## src/rtl/mcc_pkg.sv

```systemverilog
package mcc_pkg;
  typedef enum logic [1:0] {
    ST_IDLE = 2'd0,
    ST_TX   = 2'd1,
    ST_WAIT = 2'd2,
    ST_RX   = 2'd3
  } mcc_state_e;
endpackage

```

## src/rtl/mcc_fifo.sv

```systemverilog
module mcc_fifo #(
  parameter int DATA_W = 8,
  parameter int DEPTH  = 16,
  localparam int AW = $clog2(DEPTH),
  localparam int CW = $clog2(DEPTH + 1)
) (
  input  logic              clk,
  input  logic              rst_n,
  input  logic              push,
  input  logic              pop,
  input  logic [DATA_W-1:0] din,
  output logic [DATA_W-1:0] dout,
  output logic [CW-1:0]     count,
  output logic              full,
  output logic              empty
);
  logic [DATA_W-1:0] mem [DEPTH];
  logic [AW-1:0] wr_ptr, rd_ptr, wr_ptr_d, rd_ptr_d;
  logic [CW-1:0] count_d;

  assign full  = (count == CW'(DEPTH));
  assign empty = (count == '0);
  assign dout  = mem[rd_ptr];

  always_comb begin
    wr_ptr_d = wr_ptr;
    rd_ptr_d = rd_ptr;
    count_d  = count;
    if (push) wr_ptr_d = (wr_ptr == AW'(DEPTH - 1)) ? '0 : wr_ptr + 1'b1;
    if (pop)  rd_ptr_d = (rd_ptr == AW'(DEPTH - 1)) ? '0 : rd_ptr + 1'b1;
    if (push && !pop) count_d = count + 1'b1;
    else if (pop && !push) count_d = count - 1'b1;
  end

  always_ff @(posedge clk or negedge rst_n) begin
    if (!rst_n) begin
      wr_ptr <= '0;
      rd_ptr <= '0;
      count  <= '0;
    end else begin
      wr_ptr <= wr_ptr_d;
      rd_ptr <= rd_ptr_d;
      count  <= count_d;
    end
  end

  always_ff @(posedge clk) begin
    if (push) mem[wr_ptr] <= din;
  end

  // the sequencer never pushes into a full buffer without a pop
  a_r9_no_overflow: assert property (@(posedge clk) disable iff (!rst_n)
    (push && !pop) |-> (count < CW'(DEPTH)));
  // the sequencer never pops an empty buffer
  a_r9_no_underflow: assert property (@(posedge clk) disable iff (!rst_n)
    pop |-> (count != '0));
endmodule

```

## src/rtl/mcc_slot_sel.sv

```systemverilog
module mcc_slot_sel #(
  parameter int SLOT_W = 3,
  localparam int LOW_W = SLOT_W - 1
) (
  input  logic              clk,
  input  logic              rst_n,
  input  logic              slot_valid,
  input  logic [SLOT_W-1:0] slot_idx,
  input  logic [SLOT_W-1:0] target_slot,
  input  logic              bidir_mode,
  output logic              tx_hit,
  output logic              rx_hit
);
  logic [SLOT_W-1:0] tx_slot, rx_slot;

  // Bidirectional line: down slots in the lower half, up slots in the upper half
  always_comb begin
    if (bidir_mode) begin
      tx_slot = {1'b0, target_slot[LOW_W-1:0]};
      rx_slot = {1'b1, target_slot[LOW_W-1:0]};
    end else begin
      tx_slot = target_slot;
      rx_slot = target_slot;
    end
  end

  assign tx_hit = slot_valid && (slot_idx == tx_slot);
  assign rx_hit = slot_valid && (slot_idx == rx_slot);

  // on a shared line a slot is never both transmit and receive
  a_r4_disjoint_slots: assert property (@(posedge clk) disable iff (!rst_n)
    bidir_mode |-> !(tx_hit && rx_hit));
endmodule

```

## src/rtl/mcc_seq.sv

```systemverilog
module mcc_seq
  import mcc_pkg::*;
#(
  parameter int DATA_W     = 8,
  parameter int CW         = 5,
  parameter int IDLE_LIMIT = 4,
  localparam int IW = $clog2(IDLE_LIMIT + 1)
) (
  input  logic              clk,
  input  logic              rst_n,
  input  logic              start,
  input  logic              wr_en,
  input  logic              rd_en,
  input  logic              frame_sync,
  input  logic              tx_hit,
  input  logic              rx_hit,
  input  logic [DATA_W-1:0] rx_byte,
  input  logic [CW-1:0]     count,
  input  logic              full,
  input  logic              empty,
  output logic              push,
  output logic              line_push,
  output logic              pop,
  output logic              tx_pop,
  output mcc_state_e        state,
  output logic              tx_done,
  output logic              timeout,
  output logic              wr_err,
  output logic              rx_dir
);
  mcc_state_e state_d;
  logic [IW-1:0] idle_cnt, idle_cnt_d;
  logic armed, armed_d;
  logic timeout_d, wr_err_d, rx_dir_d;
  logic cpu_wr_ok, cpu_rd_ok, rx_sample, rx_data_ok, rx_quiet, quiet_end;
  logic go_tx, go_wait;

  assign cpu_wr_ok  = wr_en && !full && (state == ST_IDLE || state == ST_TX);
  assign cpu_rd_ok  = rd_en && !empty && (state != ST_TX);
  assign rx_sample  = rx_hit && (armed || frame_sync) &&
                      (state == ST_WAIT || state == ST_RX);
  assign rx_data_ok = rx_sample && (rx_byte != {DATA_W{1'b1}});
  assign rx_quiet   = rx_sample && (rx_byte == {DATA_W{1'b1}});
  assign quiet_end  = rx_quiet && (idle_cnt == IW'(IDLE_LIMIT - 1));
  assign line_push  = rx_data_ok && !full;
  assign push       = cpu_wr_ok || line_push;
  assign tx_pop     = (state == ST_TX) && tx_hit && !empty;
  assign pop        = tx_pop || cpu_rd_ok;
  assign go_tx      = (state == ST_IDLE) && start && !empty;
  assign go_wait    = tx_pop && (count == CW'(1)) && !cpu_wr_ok;

  always_comb begin
    state_d = state;
    unique case (state)
      ST_IDLE: if (go_tx) state_d = ST_TX;
      ST_TX:   if (go_wait) state_d = ST_WAIT;
      ST_WAIT: if (rx_data_ok) state_d = ST_RX;
               else if (quiet_end) state_d = ST_IDLE;
      ST_RX:   if (quiet_end) state_d = ST_IDLE;
      default: state_d = ST_IDLE;
    endcase
  end

  always_comb begin
    idle_cnt_d = idle_cnt;
    if (go_wait || rx_data_ok) idle_cnt_d = '0;
    else if (rx_quiet) idle_cnt_d = idle_cnt + 1'b1;
    armed_d   = go_wait ? 1'b0 : (frame_sync ? 1'b1 : armed);
    timeout_d = go_tx ? 1'b0 : timeout;
    if (state == ST_WAIT && quiet_end && !rx_data_ok) timeout_d = 1'b1;
    wr_err_d  = go_tx ? 1'b0 : wr_err;
    if (wr_en && !cpu_wr_ok) wr_err_d = 1'b1;
    rx_dir_d  = go_tx ? 1'b0 : (rx_dir || line_push);
  end

  always_ff @(posedge clk or negedge rst_n) begin
    if (!rst_n) begin
      state    <= ST_IDLE;
      idle_cnt <= '0;
      armed    <= 1'b0;
      tx_done  <= 1'b0;
      timeout  <= 1'b0;
      wr_err   <= 1'b0;
      rx_dir   <= 1'b0;
    end else begin
      state    <= state_d;
      idle_cnt <= idle_cnt_d;
      armed    <= armed_d;
      tx_done  <= go_wait;
      timeout  <= timeout_d;
      wr_err   <= wr_err_d;
      rx_dir   <= rx_dir_d;
    end
  end

  // a write in the receive direction is always flagged
  a_r8_write_reject: assert property (@(posedge clk) disable iff (!rst_n)
    (wr_en && (state == ST_WAIT || state == ST_RX)) |=> wr_err);
  // the timeout flag only rises on the way back to idle
  a_r7_timeout_idle: assert property (@(posedge clk) disable iff (!rst_n)
    $rose(timeout) |-> (state == ST_IDLE));
  // the done pulse coincides with the wait-for-reply state
  a_r3_done_waits: assert property (@(posedge clk) disable iff (!rst_n)
    tx_done |-> (state == ST_WAIT));
  // the buffer never empties by a CPU read while transmitting
  a_r9_no_read_in_tx: assert property (@(posedge clk) disable iff (!rst_n)
    (state == ST_TX && !tx_hit) |=> $stable(count) || $past(wr_en));
endmodule

```

## src/rtl/mon_chan_ctrl.sv

```systemverilog
module mon_chan_ctrl
  import mcc_pkg::*;
#(
  parameter int DATA_W     = 8,
  parameter int DEPTH      = 16,
  parameter int SLOT_W     = 3,
  parameter int IDLE_LIMIT = 4,
  localparam int CW = $clog2(DEPTH + 1)
) (
  input  logic              clk,
  input  logic              rst_n,
  input  logic              frame_sync,
  input  logic              slot_valid,
  input  logic [SLOT_W-1:0] slot_idx,
  input  logic              bidir_mode,
  input  logic [SLOT_W-1:0] target_slot,
  input  logic              start,
  input  logic              wr_en,
  input  logic [DATA_W-1:0] wr_data,
  input  logic              rd_en,
  output logic [DATA_W-1:0] rd_data,
  input  logic [DATA_W-1:0] du_byte,
  output logic [DATA_W-1:0] dd_byte,
  output logic              dd_oe,
  output logic [CW-1:0]     fifo_count,
  output logic              tx_done,
  output logic              rx_avail,
  output logic              timeout,
  output logic              wr_err
);
  logic [1:0] rst_pipe;
  logic rst_sync_n;
  logic tx_hit, rx_hit, push, line_push, pop, tx_pop, full, empty, rx_dir;
  logic [DATA_W-1:0] fifo_din, fifo_dout;
  mcc_state_e state;

  // Asynchronous assertion, synchronous release
  always_ff @(posedge clk or negedge rst_n) begin
    if (!rst_n) rst_pipe <= 2'b00;
    else        rst_pipe <= {rst_pipe[0], 1'b1};
  end
  assign rst_sync_n = rst_pipe[1];

  mcc_slot_sel #(.SLOT_W(SLOT_W)) u_slot (
    .clk(clk), .rst_n(rst_sync_n), .slot_valid(slot_valid), .slot_idx(slot_idx),
    .target_slot(target_slot), .bidir_mode(bidir_mode),
    .tx_hit(tx_hit), .rx_hit(rx_hit)
  );

  mcc_seq #(.DATA_W(DATA_W), .CW(CW), .IDLE_LIMIT(IDLE_LIMIT)) u_seq (
    .clk(clk), .rst_n(rst_sync_n), .start(start), .wr_en(wr_en), .rd_en(rd_en),
    .frame_sync(frame_sync), .tx_hit(tx_hit), .rx_hit(rx_hit), .rx_byte(du_byte),
    .count(fifo_count), .full(full), .empty(empty), .push(push),
    .line_push(line_push), .pop(pop), .tx_pop(tx_pop), .state(state),
    .tx_done(tx_done), .timeout(timeout), .wr_err(wr_err), .rx_dir(rx_dir)
  );

  assign fifo_din = line_push ? du_byte : wr_data;

  mcc_fifo #(.DATA_W(DATA_W), .DEPTH(DEPTH)) u_fifo (
    .clk(clk), .rst_n(rst_sync_n), .push(push), .pop(pop), .din(fifo_din),
    .dout(fifo_dout), .count(fifo_count), .full(full), .empty(empty)
  );

  assign dd_byte  = tx_pop ? fifo_dout : {DATA_W{1'b1}};
  assign dd_oe    = tx_hit;
  assign rd_data  = fifo_dout;
  assign rx_avail = rx_dir && !empty;

  // outside a transmission the downstream slot carries the idle value
  a_r2_idle_value: assert property (@(posedge clk) disable iff (!rst_sync_n)
    (dd_oe && state != ST_TX) |-> (dd_byte == {DATA_W{1'b1}}));
  // after the done pulse the buffer has been drained
  a_r3_drained: assert property (@(posedge clk) disable iff (!rst_sync_n)
    tx_done |-> (fifo_count == '0));
  // received data is announced only while bytes are held
  a_r5_avail_nonempty: assert property (@(posedge clk) disable iff (!rst_sync_n)
    rx_avail |-> (fifo_count != '0));
endmodule

```

## config.mk

```make
export PLATFORM = sky130hd
export DESIGN_NAME = mon_chan_ctrl
export DESIGN_NICKNAME = d
export VERILOG_FILES = /design/src/rtl/mcc_pkg.sv /design/src/rtl/mcc_fifo.sv /design/src/rtl/mcc_slot_sel.sv /design/src/rtl/mcc_seq.sv /design/src/rtl/mon_chan_ctrl.sv
export SDC_FILE = /design/constraint.sdc
export NUM_CORES = 1
export LEC_CHECK = 0
export BUFFER_PORTS_ARGS = -buffer_cell sky130_fd_sc_hd__buf_2
export CAP_MARGIN = 20
export CORE_ASPECT_RATIO = 0.6
export CORE_MARGIN = 3
export CORE_UTILIZATION = 64
export DETAILED_ROUTE_END_ITERATION = 6
export PLACE_DENSITY = 0.85
export SYNTH_ARGS = -nofsm -noshare
export SYNTH_HDL_FRONTEND = slang
export SYNTH_HIERARCHICAL = 1
export SYNTH_SLANG_ARGS = --single-unit
```

## constraint.sdc

```tcl
create_clock -name clk -period 4.18 [get_ports clk]
set_input_delay 0.418 -clock clk [delete_from_list [all_inputs] [get_ports clk]]
set_output_delay 0.418 -clock clk [all_outputs]
set_load 0.03 [all_outputs]
```

==> flow_summary.yaml, run 1 <==
outcome:
  outcome: "completed"
synthesis:
  yosysWarnings: 6
  synth_xor_xnor_area_share_pct: 1.188
  netlist.area_leader.share_pct: 57.94
  synth.avg_cell_area_um2: 15.76
  synth.distinct_cells: 45
  synth.area.mux_share_pct: 14.09
  async_flop_share_pct: 16.34
  synth_area_mm2: 0.006634
  synthFlopType: "edfxtp_1"
  synth_top_family_by_area: "multiplexers"
  synth.area.top_cells: "edfxtp_1, dfrtp_1, mux2i_1, mux4_2, ha_1"
  postSynthCellCount: 421
  synth_nets: 463
  yosys.area.top_type: "edfxtp_1"
  synthAdderAreaFrac_pct: 2.376
  synth-edff-count: 128
  yosys_register_bits: 153
  synth_compound_area_share_pct: 5.281
  yosysSeqAreaShare_pct: 67.37
  synthSimpleGateAreaFrac_pct: 7.337
sta:
  fin_tns_setup_ns: 0
  rsz0062_at_grt: "false"
  setup_ws_ns: 0.7998
  worstMarginPinSlew_ns: 1.005
  fin_skew_ns: 0.006300
  hold_viol: 0
  fin_crit_ns: 3.380
  hold_slack_ns: 0.2655
  fmax_ghz: 0.2958
  setup_viol: 0
  finalMaxSlewViolations: 0
  post-route-period-util_pct: 80.87
  slew_headroom_pct: 32.73
place:
  dpl_cell_area_mm2: 0.007018
  io_buffer_count: 55
  post-place-ws_ns: 0.5577
  place_inst: 598
  place_congestion: 0.8512
  place_hpwl_um: 9748
routing:
  drt_first_pass_iters: 5
  vias: 3974
  wl_um: 14710
  routedWlPerCell_um: 23.31
  route.detailed.drc: 0
  final_antenna_net_count: 0
  vias_per_cell: 6.298
  drt_iter0_drc: 444
floorplan:
  start_util_pct: 66.44
  dieArea_mm2: 0.01166
  rows: 28
  core_area_mm2: 0.009985
  dieHeight_um: 84.86
  die_w_um: 137.4
  pin_count: 56
setup_path:
  required_ns: 4.47
  r2r-end: "u_fifo/count[4]"
  crit_start: "u_fifo/count[0]"
  crit_fanout: 6
  start_kind: "flip-flop"
  critPathBufInv: 2
  rr_startpoint: "u_fifo/count[0]"
  crit_chain: "or4_1, nor2_1, nor2_1, inv_1, ha_1, inv_1, fa_1, a21o_1, a2111oi_0, o31ai_1"
  path_class: "flip-flop to flip-flop"
  cp_slowest_stage_delay_ns: 0.56
  crit_family: "simple AND/OR/NAND/NOR gates"
  slowest_stage: "or4_1"
  r2r_setup_slack_ns: 0.80
  reg2regPathDepth: 10
  end_kind: "flip-flop"
  worst-path-stages: 10
  critical_path_arrival_ns: 3.67
worst_hold_path:
  hold_depth: 3
  hold_path_end: "u_seq/armed"
  hold_start: "frame_sync"
  hp-class: "input port to flip-flop"
finish:
  n_antenna_cell: 0
  drive_gt1_share_pct: 24.60
  multi_input_area_mm2: 0.002012
  post-route-util_pct: 76.27
  finalInstanceArea_mm2: 0.007615
  final_cells: 631
  area_delta_synth_final_pct: 14.79
  nFillCells: 596
  nNetsFinal: 525
  seqCellArea_mm2: 0.004471
power:
  power.total_mw: 5.453
  ir_worst_vdd_v: 0.0004084
  powerDensity_mw_per_mm2: 716.2
  p_leak_nw: 2.780
run:
  drv_cap: 0
clocking:
  clk_pin_slew_ns: 0.06
  cts_buffer_depth: 2
  cts_tree: "yes"
  cts.sinks: 153
  cts_root_buf: "clkbuf_16"
  clk_latency_ns: 0.42
  numCtsBuffers: 17
  cts_max_level: 4
  cts_resized: 0
grt:
  gr-total-overflow: 0
  grt_pass1_vias: 3855
  grt_max_degree: 29
  grt_pass1_wl_um: 22560
  antenna_found_initial: 0
  grt.total_usage_pct: 27.40
==> cell usage after synthesis (2+ instances only) <==
| master | count |
|---|---|
| o21ai_0 | 10 |
| o31ai_1 | 2 |
| o21ai_1 | 8 |
| a21o_1 | 2 |
| o211ai_1 | 2 |
| nor2b_1 | 3 |
| mux4_2 | 16 |
| xnor2_1 | 8 |
| buf_4 | 4 |
| inv_1 | 7 |
| a21oi_1 | 4 |
| buf_2 | 4 |
| nor2_1 | 23 |
| nand4_1 | 2 |
| nor3_1 | 7 |
| dfrtp_1 | 25 |
| ha_1 | 11 |
| edfxtp_1 | 128 |
| o22ai_1 | 3 |
| and4_1 | 2 |
| a22oi_1 | 16 |
| mux2_2 | 3 |
| nand2_1 | 24 |
| mux2i_1 | 42 |
| clkbuf_1 | 7 |
| mux2_4 | 8 |
| nand2b_1 | 17 |
| buf_6 | 4 |
| nand3_1 | 13 |
==> cells in the final DEF, fill, tap and decap left out, types with 3 or more instances in the layout <==
cell,instances
edfxtp_1,128
buf_2,55
mux2i_1,42
dfrtp_1,24
nand2_1,24
nor2_1,23
nand2b_1,17
clkbuf_16,17
mux4_2,16
a22oi_1,16
nand3_1,13
ha_1,11
o21ai_0,10
mux2_4,8
o21ai_1,8
xnor2_1,8
inv_1,7
nor3_1,7
buf_4,6
clkinv_2,4
a21oi_1,4
nor2b_1,3
clkinvlp_4,3
bufinv_16,3
mux2_2,3
o22ai_1,3
==> cell families after synthesis <==
group | count (synthesis)
buffers and inverters | 27
AOI/OAI and AO/OA | 53
xor gates and xnor gates | 9
DFF | 153
and+or+nand+nor | 97
other | 1
adders and majority gates | 12
muxes | 69
==> per-layer routing <==
metal,vias to the layer above,track usage (%),share of wire (%)
met4,0,9.511,1.5
met1,1997,40.71,43
met3,27,8.412,9.2
li1,1743,-,-
met2,207,39.20,46
met5,-,0,0
==> report_power, final <==
part | leakage (nW) | internal, mW | total [mW] | switching, mW
logic | 1.04 | 0.733 | 1.79 | 1.05
registers | 1.46 | 1.86 | 2.15 | 0.292
clock network | 0.280 | 0.932 | 1.52 | 0.586
total | 2.78 | 3.52 | 5.45 | 1.93
==> cell type report <==
cell class,instances,share of cell area [%]
sequential,153,58.71
clock buffer,19,5.685
tap,135,2.218
multi-input combinational,241,26.42
clock inverter,13,2.021
timing repair buffer,63,4.601
inverter,7,0.3451
==> tightest hold or removal path, cell delays in order <==
cell    delay (ns)
buf_2         0.11
nor2_1        0.05
nor2_1        0.07
==> worst max-delay path by stage <==
stage / end / slack [ns]
2_1_floorplan: u_fifo/count[4] / 1.12
3_3_place_gp: u_fifo/count[4] / 0.84
3_5_place_dp: u_fifo/count[4] / 0.56
4_1_cts: u_fifo/count[4] / 0.81
5_1_grt: u_fifo/count[4] / 0.48
6_report: u_fifo/count[4] / 0.80
==> registers in the layout (all words and copies together), names as in the netlist <==
signal,cells
u_fifo/mem,128
u_fifo/count,5
u_fifo/rd_ptr,4
u_fifo/wr_ptr,4
u_seq/idle_cnt,3
rst_pipe,2
u_seq/state,2
u_seq/armed,1
u_seq/rx_dir,1
u_seq/timeout,1
u_seq/tx_done,1
u_seq/wr_err,1
==> repair_timing <==
action / CTS / global route
setup buffers: 0 / 0
hold buffers: 1 / 0
endpoints found under the hold margin: 2 / 0
(Power assumes the default switching activity.)
==> inputs of run 2 (changes only) <==
- CORE_UTILIZATION: 64 -> 54
- PLACE_DENSITY: 0.85 -> 0.76
- clock period: 4.18 -> 3.05 ns (I/O delays scaled with it)
==> run 2 against run 1 <==
Fmax grew 16%. Clock-buffer cell count is 2 lower. Hold slack got worse by 0.11 ns. First-iteration DRC count fell by 35%. Combinational power rose by 46%. Critical path depth is the same. Clock power grew 26%. Flip-flop and latch count unchanged. Global-route usage decreased by 5.6 points. Critical path type unchanged. Critical endpoint unchanged. Highest routed layer unchanged.
==> flow_summary.yaml, run 2 (synthesis gave the netlist of run 1 again) <==
outcome:
  outcome: "completed"
clocking:
  cts_tree: "yes"
  clk_pin_slew_ns: 0.06
  cts.sinks: 153
  cts_root_buf: "clkbuf_16"
  numCtsBuffers: 17
  cts_buffer_depth: 2
  cts_max_level: 4
  clk_latency_ns: 0.42
  cts_setup_buffers: 0
sta:
  worstMarginPinSlew_ns: 0.7103
  fmax_ghz: 0.3421
  post-route-period-util_pct: 95.84
  fin_crit_ns: 2.923
  slew_headroom_pct: 52.55
  setup_ws_ns: 0.1267
  rsz0062_at_grt: "true"
  finalMaxSlewViolations: 0
  hold_viol: 0
  fin_skew_ns: 0.006734
  fin_tns_setup_ns: 0
  setup_viol: 0
floorplan:
  die_w_um: 149.1
  pin_count: 56
  dieArea_mm2: 0.01369
  rows: 30
  start_util_pct: 57.01
  dieHeight_um: 91.86
  core_area_mm2: 0.01164
grt:
  grt.total_usage_pct: 21.78
  gr-total-overflow: 0
  grt_pass1_wl_um: 22000
  grt_pass1_vias: 3922
  grt_max_degree: 24
  antenna_found_initial: 0
setup_path:
  required_ns: 3.34
  start_kind: "flip-flop"
  critical_path_arrival_ns: 3.22
  crit_fanout: 6
  end_kind: "flip-flop"
  path_class: "flip-flop to flip-flop"
finish:
  regMostFlops: "u_fifo/mem"
  n_antenna_cell: 0
  layout_commonest_cell: "edfxtp_1"
  drive_gt1_share_pct: 28.76
  reg_top3: "u_fifo/mem: 128 flops, u_fifo/count: 5 flops"
  area_delta_synth_final_pct: 17.69
  nNetsFinal: 547
  largest_reg_flops: 128
  final_cell_mix: "edfxtp_1, buf_2, mux2i_1, buf_4, nand2_1"
  post-route-util_pct: 67.10
  final_cells: 678
routing:
  vias_per_cell: 5.867
  final_antenna_net_count: 0
  route.detailed.drc: 0
  drt_first_pass_iters: 5
  routedWlPerCell_um: 20.58
  vias: 3978
  wl_um: 13950
  drt_iter0_drc: 290
worst_hold_path:
  hp-class: "input port to flip-flop"
place:
  place_hpwl_um: 9774
  io_buffer_count: 55
  place_inst: 644
  post-place-ws_ns: -0.1521
  place_congestion: 0.8315
power:
  ir_worst_vdd_v: 0.0004696
  powerDensity_mw_per_mm2: 947.2
  p_leak_nw: 2.882
run:
  drv_cap: 0
## run 2: final cells by class
cell class	instances	area [um^2]
clock inverters	15	117.6
repair buffers	85	548.0
flip-flops and latches	153	4472
fillers	828	3829
inverters	7	26.28
clock buffers	17	425.4
well taps	160	200.2
multi-input cells	241	2018
## run 2: metrics by stage
| step | hold WS, ns | instance area (um^2) | total power [mW] |
|---|---|---|---|
| 2_1_floorplan | 0.009409 | 6634 | 4.713 |
| 3_3_place_gp | 0.08927 | 7219 | 5.379 |
| 3_5_place_dp | 0.09358 | 7219 | 5.478 |
| 4_1_cts | 0.1333 | 7772 | 7.390 |
| 5_1_grt | 0.1685 | 7807 | 7.783 |
| 6_report | 0.1529 | 7807 | 7.395 |
## run 2: critical path, stage by stage, from the launching register on
cell and delay (ns):
dfrtp_1 0.44, or4_1 0.51, nor2_1 0.24, a21oi_1 0.11
ha_1 0.25, inv_1 0.18, ha_1 0.31, a21o_1 0.24
a21oi_1 0.21, mux2i_1 0.21, o31ai_1 0.09
## run 2: final timing paths
check	end	start	depth (start not counted)	slack, ns
max in group asynchronous	u_fifo/rd_ptr[0]	rst_pipe[1]	1	2.44
worst min register to register	u_fifo/count[2]	rst_pipe[1]	0	0.17
worst max register to register	u_fifo/count[4]	u_fifo/count[3]	10	0.13
worst max-delay path	u_fifo/count[4]	u_fifo/count[3]	10	0.13
min in group asynchronous	u_fifo/count[2]	rst_pipe[1]	0	0.17
worst min-delay path	u_seq/wr_err	wr_en	3	0.15
## run 2: timing repair
item                                   4_1_cts  5_1_grt
hold buffers                                 1        0
endpoints found under the hold margin        2        0
setup endpoints to repair                    0        8
gates resized for setup                      0        3
## run 2: report_power, final
part,total [mW],switching [mW],internal (mW)
combinational,2.61,1.52,1.09
sequential,2.86,0.320,2.54
clock,1.92,0.864,1.05
total,7.39,2.71,4.69
## run 2: routing by layer
metal	share of wire (%)	up-vias	GRT usage (%)
met4	0.93	0	6.398
met3	7.6	11	5.432
met5	0	-	0
met1	47	2015	33.67
met2	44	157	30.76
li1	-	1795	-
==> inputs of run 3 (changes only) <==
- ABC_AREA: default -> 1
- TNS_END_PERCENT: default -> 5
==> run 3 against run 2 <==
Die area grew 9.4%. Sequential power is 5% lower. Setup slack better by 0.19 ns. Largest power group is now combinational logic. Highest routed layer unchanged.
==> flow_summary.yaml, run 3 <==
synthesis:
  synth.distinct_cells: 31
  synth.area.top_cells: "edfxtp_1, nand2_1, nand3_1, dfrtp_1, inv_1"
  yosysSeqAreaShare_pct: 61.28
  yosysWarnings: 6
  postSynthCellCount: 784
  synth.avg_cell_area_um2: 9.303
  yosysMostFrequentCell: "nand2_1"
  async_flop_share_pct: 16.34
  yosys.area.top_type: "edfxtp_1"
  synth-edff-count: 128
  synth_nets: 826
  netlist_top_cells_count: "nand2_1, inv_1, nand3_1, edfxtp_1, nor2_1"
  synth_area_mm2: 0.007293
  netlist.area_leader.share_pct: 52.70
  synthFlopType: "edfxtp_1"
  yosys_register_bits: 153
clocking:
  clk_latency_ns: 0.42
  cts_resized: 0
  clk_pin_slew_ns: 0.06
  cts_root_buf: "clkbuf_16"
  cts.sinks: 153
  cts-hold-fix-buffers: 1
  cts_max_level: 4
  cts_setup_buffers: 0
  numCtsBuffers: 17
  cts_buffer_depth: 2
  cts_tree: "yes"
grt:
  grt_max_degree: 83
  gr-total-overflow: 0
  grt_pass1_wl_um: 26620
  grt_pass1_vias: 5092
  antenna_found_initial: 0
  grt.total_usage_pct: 23.80
sta:
  post-route-period-util_pct: 89.58
  fmax_ghz: 0.3660
  rsz0062_at_grt: "false"
  hold_slack_ns: 0.1534
  worstMarginPinSlew_ns: 0.8167
  fin_skew_ns: 0.005852
  fin_crit_ns: 2.732
  hold_viol: 0
  finalMaxSlewViolations: 0
  setup_viol: 0
  slew_headroom_pct: 45.56
  fin_tns_setup_ns: 0
finish:
  nNetsFinal: 901
  drive_gt1_share_pct: 14.22
  reg_top3: "u_fifo/mem: 128 flops, u_fifo/count: 5 flops"
  n_antenna_cell: 0
  area_delta_synth_final_pct: 16.66
  layout_commonest_cell: "nand2_1"
  regMostFlops: "u_fifo/mem"
  final_cell_mix: "nand2_1, inv_1, nand3_1, edfxtp_1, buf_2"
  finalInstanceArea_mm2: 0.008508
  largest_reg_flops: 128
  post-route-util_pct: 65.38
  final_cells: 1042
run:
  drv_cap: 0
worst_hold_path:
  hp-class: "flip-flop to asynchronous set/reset pin"
floorplan:
  die_w_um: 156.0
  start_util_pct: 56.05
  pin_count: 56
  dieHeight_um: 96.02
  dieArea_mm2: 0.01498
  rows: 32
  core_area_mm2: 0.01301
routing:
  vias_per_cell: 5.195
  route.detailed.drc: 0
  final_antenna_net_count: 0
  vias: 5413
  wl_um: 16710
  routedWlPerCell_um: 16.03
  drt_iter0_drc: 645
  drt_first_pass_iters: 7
setup_path:
  critical_path_arrival_ns: 3.09
  r2r_setup_slack_ns: 0.32
  path_common_cell: "nand2_1"
  path_class: "flip-flop to flip-flop"
  cp_slowest_stage_delay_ns: 0.45
  end_kind: "flip-flop"
  critPathBufInv: 3
  crit_family: "simple AND/OR/NAND/NOR gates"
  crit_fanout: 6
  slowest_stage: "dfrtp_1"
  required_ns: 3.41
  crit_chain: "nor2_1, nand3_1, nor2_1, inv_1, nand3_1, inv_1, or2_1, ha_1, inv_1, ha_1, or2_2, nand2_1, nand2b_1, nand2_1, nand2_1, nand2_1"
  start_kind: "flip-flop"
place:
  place_inst: 1008
  place_hpwl_um: 10800
  io_buffer_count: 55
  place_congestion: 0.8278
  dpl_cell_area_mm2: 0.007821
power:
  ir_worst_vdd_v: 0.0004829
  p_leak_nw: 3.936
  powerDensity_mw_per_mm2: 939.7
outcome:
  outcome: "completed"
## run 3: cell count changes after synthesis, moves of 15 or more
| cell | change |
|---|---|
| nand2b_1 | -16 |
| nand2_1 | +187 |
| nand3_1 | +122 |
| or2_0 | +15 |
| inv_1 | +150 |
| buf_2 | +16 |
| a22oi_1 | -16 |
| mux2i_1 | -42 |
| mux4_2 | -16 |
## run 3: worst paths after layout
kind / start / to / cells past startpoint
max: u_fifo/count[0] / u_fifo/count[4] / 16
min: rst_pipe[1] / u_fifo/count[3] / 0
max reg2reg: u_fifo/count[0] / u_fifo/count[4] / 16
min reg2reg: rst_pipe[1] / u_fifo/count[3] / 0
max in group asynchronous: rst_pipe[1] / u_fifo/wr_ptr[2] / 1
min in group clk: frame_sync / u_seq/armed / 3
## run 3: area by class of cell
| cell class | count | area (um^2) |
|---|---|---|
| Fill cell | 1031 | 4504 |
| Sequential cell | 153 | 4471 |
| Multi-Input combinational cell | 442 | 2048 |
| Inverter | 161 | 611.8 |
| Timing Repair Buffer | 84 | 515.5 |
| Clock buffer | 18 | 429.2 |
| Clock inverter | 14 | 220.2 |
| Tap cell | 170 | 212.7 |
## run 3: routing by layer
layer	GRT usage, %	share of wire, %
met1	35.83	47
met4	6.980	1.1
met5	0	0
met3	5.795	9.5
met2	34.46	42
## run 3: cell families (layout without fill, tap and decap cells)
kind of cell,after synthesis,in the layout,synth area share [%]
XOR/XNOR,3,3,0.3603
other,1,1,0.05142
adder cells (fa/ha/maj),12,12,2.162
flip-flops,153,153,61.28
AO/OA/AOI/OAI,18,18,1.252
AND/OR/NAND/NOR,408,408,24.26
buffers and inverters,189,277,10.64
## run 3: worst register-to-register path, stage by stage, from the launching register on
cell,delay (ns)
dfrtp_1,0.45
nor2_1,0.13
nand3_1,0.10
nor2_1,0.21
inv_1,0.07
nand3_1,0.12
inv_1,0.06
or2_1,0.23
ha_1,0.24
inv_1,0.15
ha_1,0.28
or2_2,0.31
nand2_1,0.11
nand2b_1,0.06
nand2_1,0.05
nand2_1,0.05
nand2_1,0.06
## run 3: report_power, final
part / total (mW) / switching [mW] / internal, mW / leakage, nW
Sequential: 2.72 / 0.175 / 2.54 / 1.46
Combinational: 2.97 / 2.08 / 0.889 / 2.17
Clock: 2.31 / 0.854 / 1.46 / 0.309
Total: 7.99 / 3.11 / 4.89 / 3.94
## run 3: through the flow
step	setup WS, ns	total power, mW
after floorplan	0.3704	4.862
after CTS	0.3576	7.954
after global placement	0.4524	5.583
after global routing	0.1287	8.471
final	0.3179	7.995
after detailed placement	0.3343	5.638
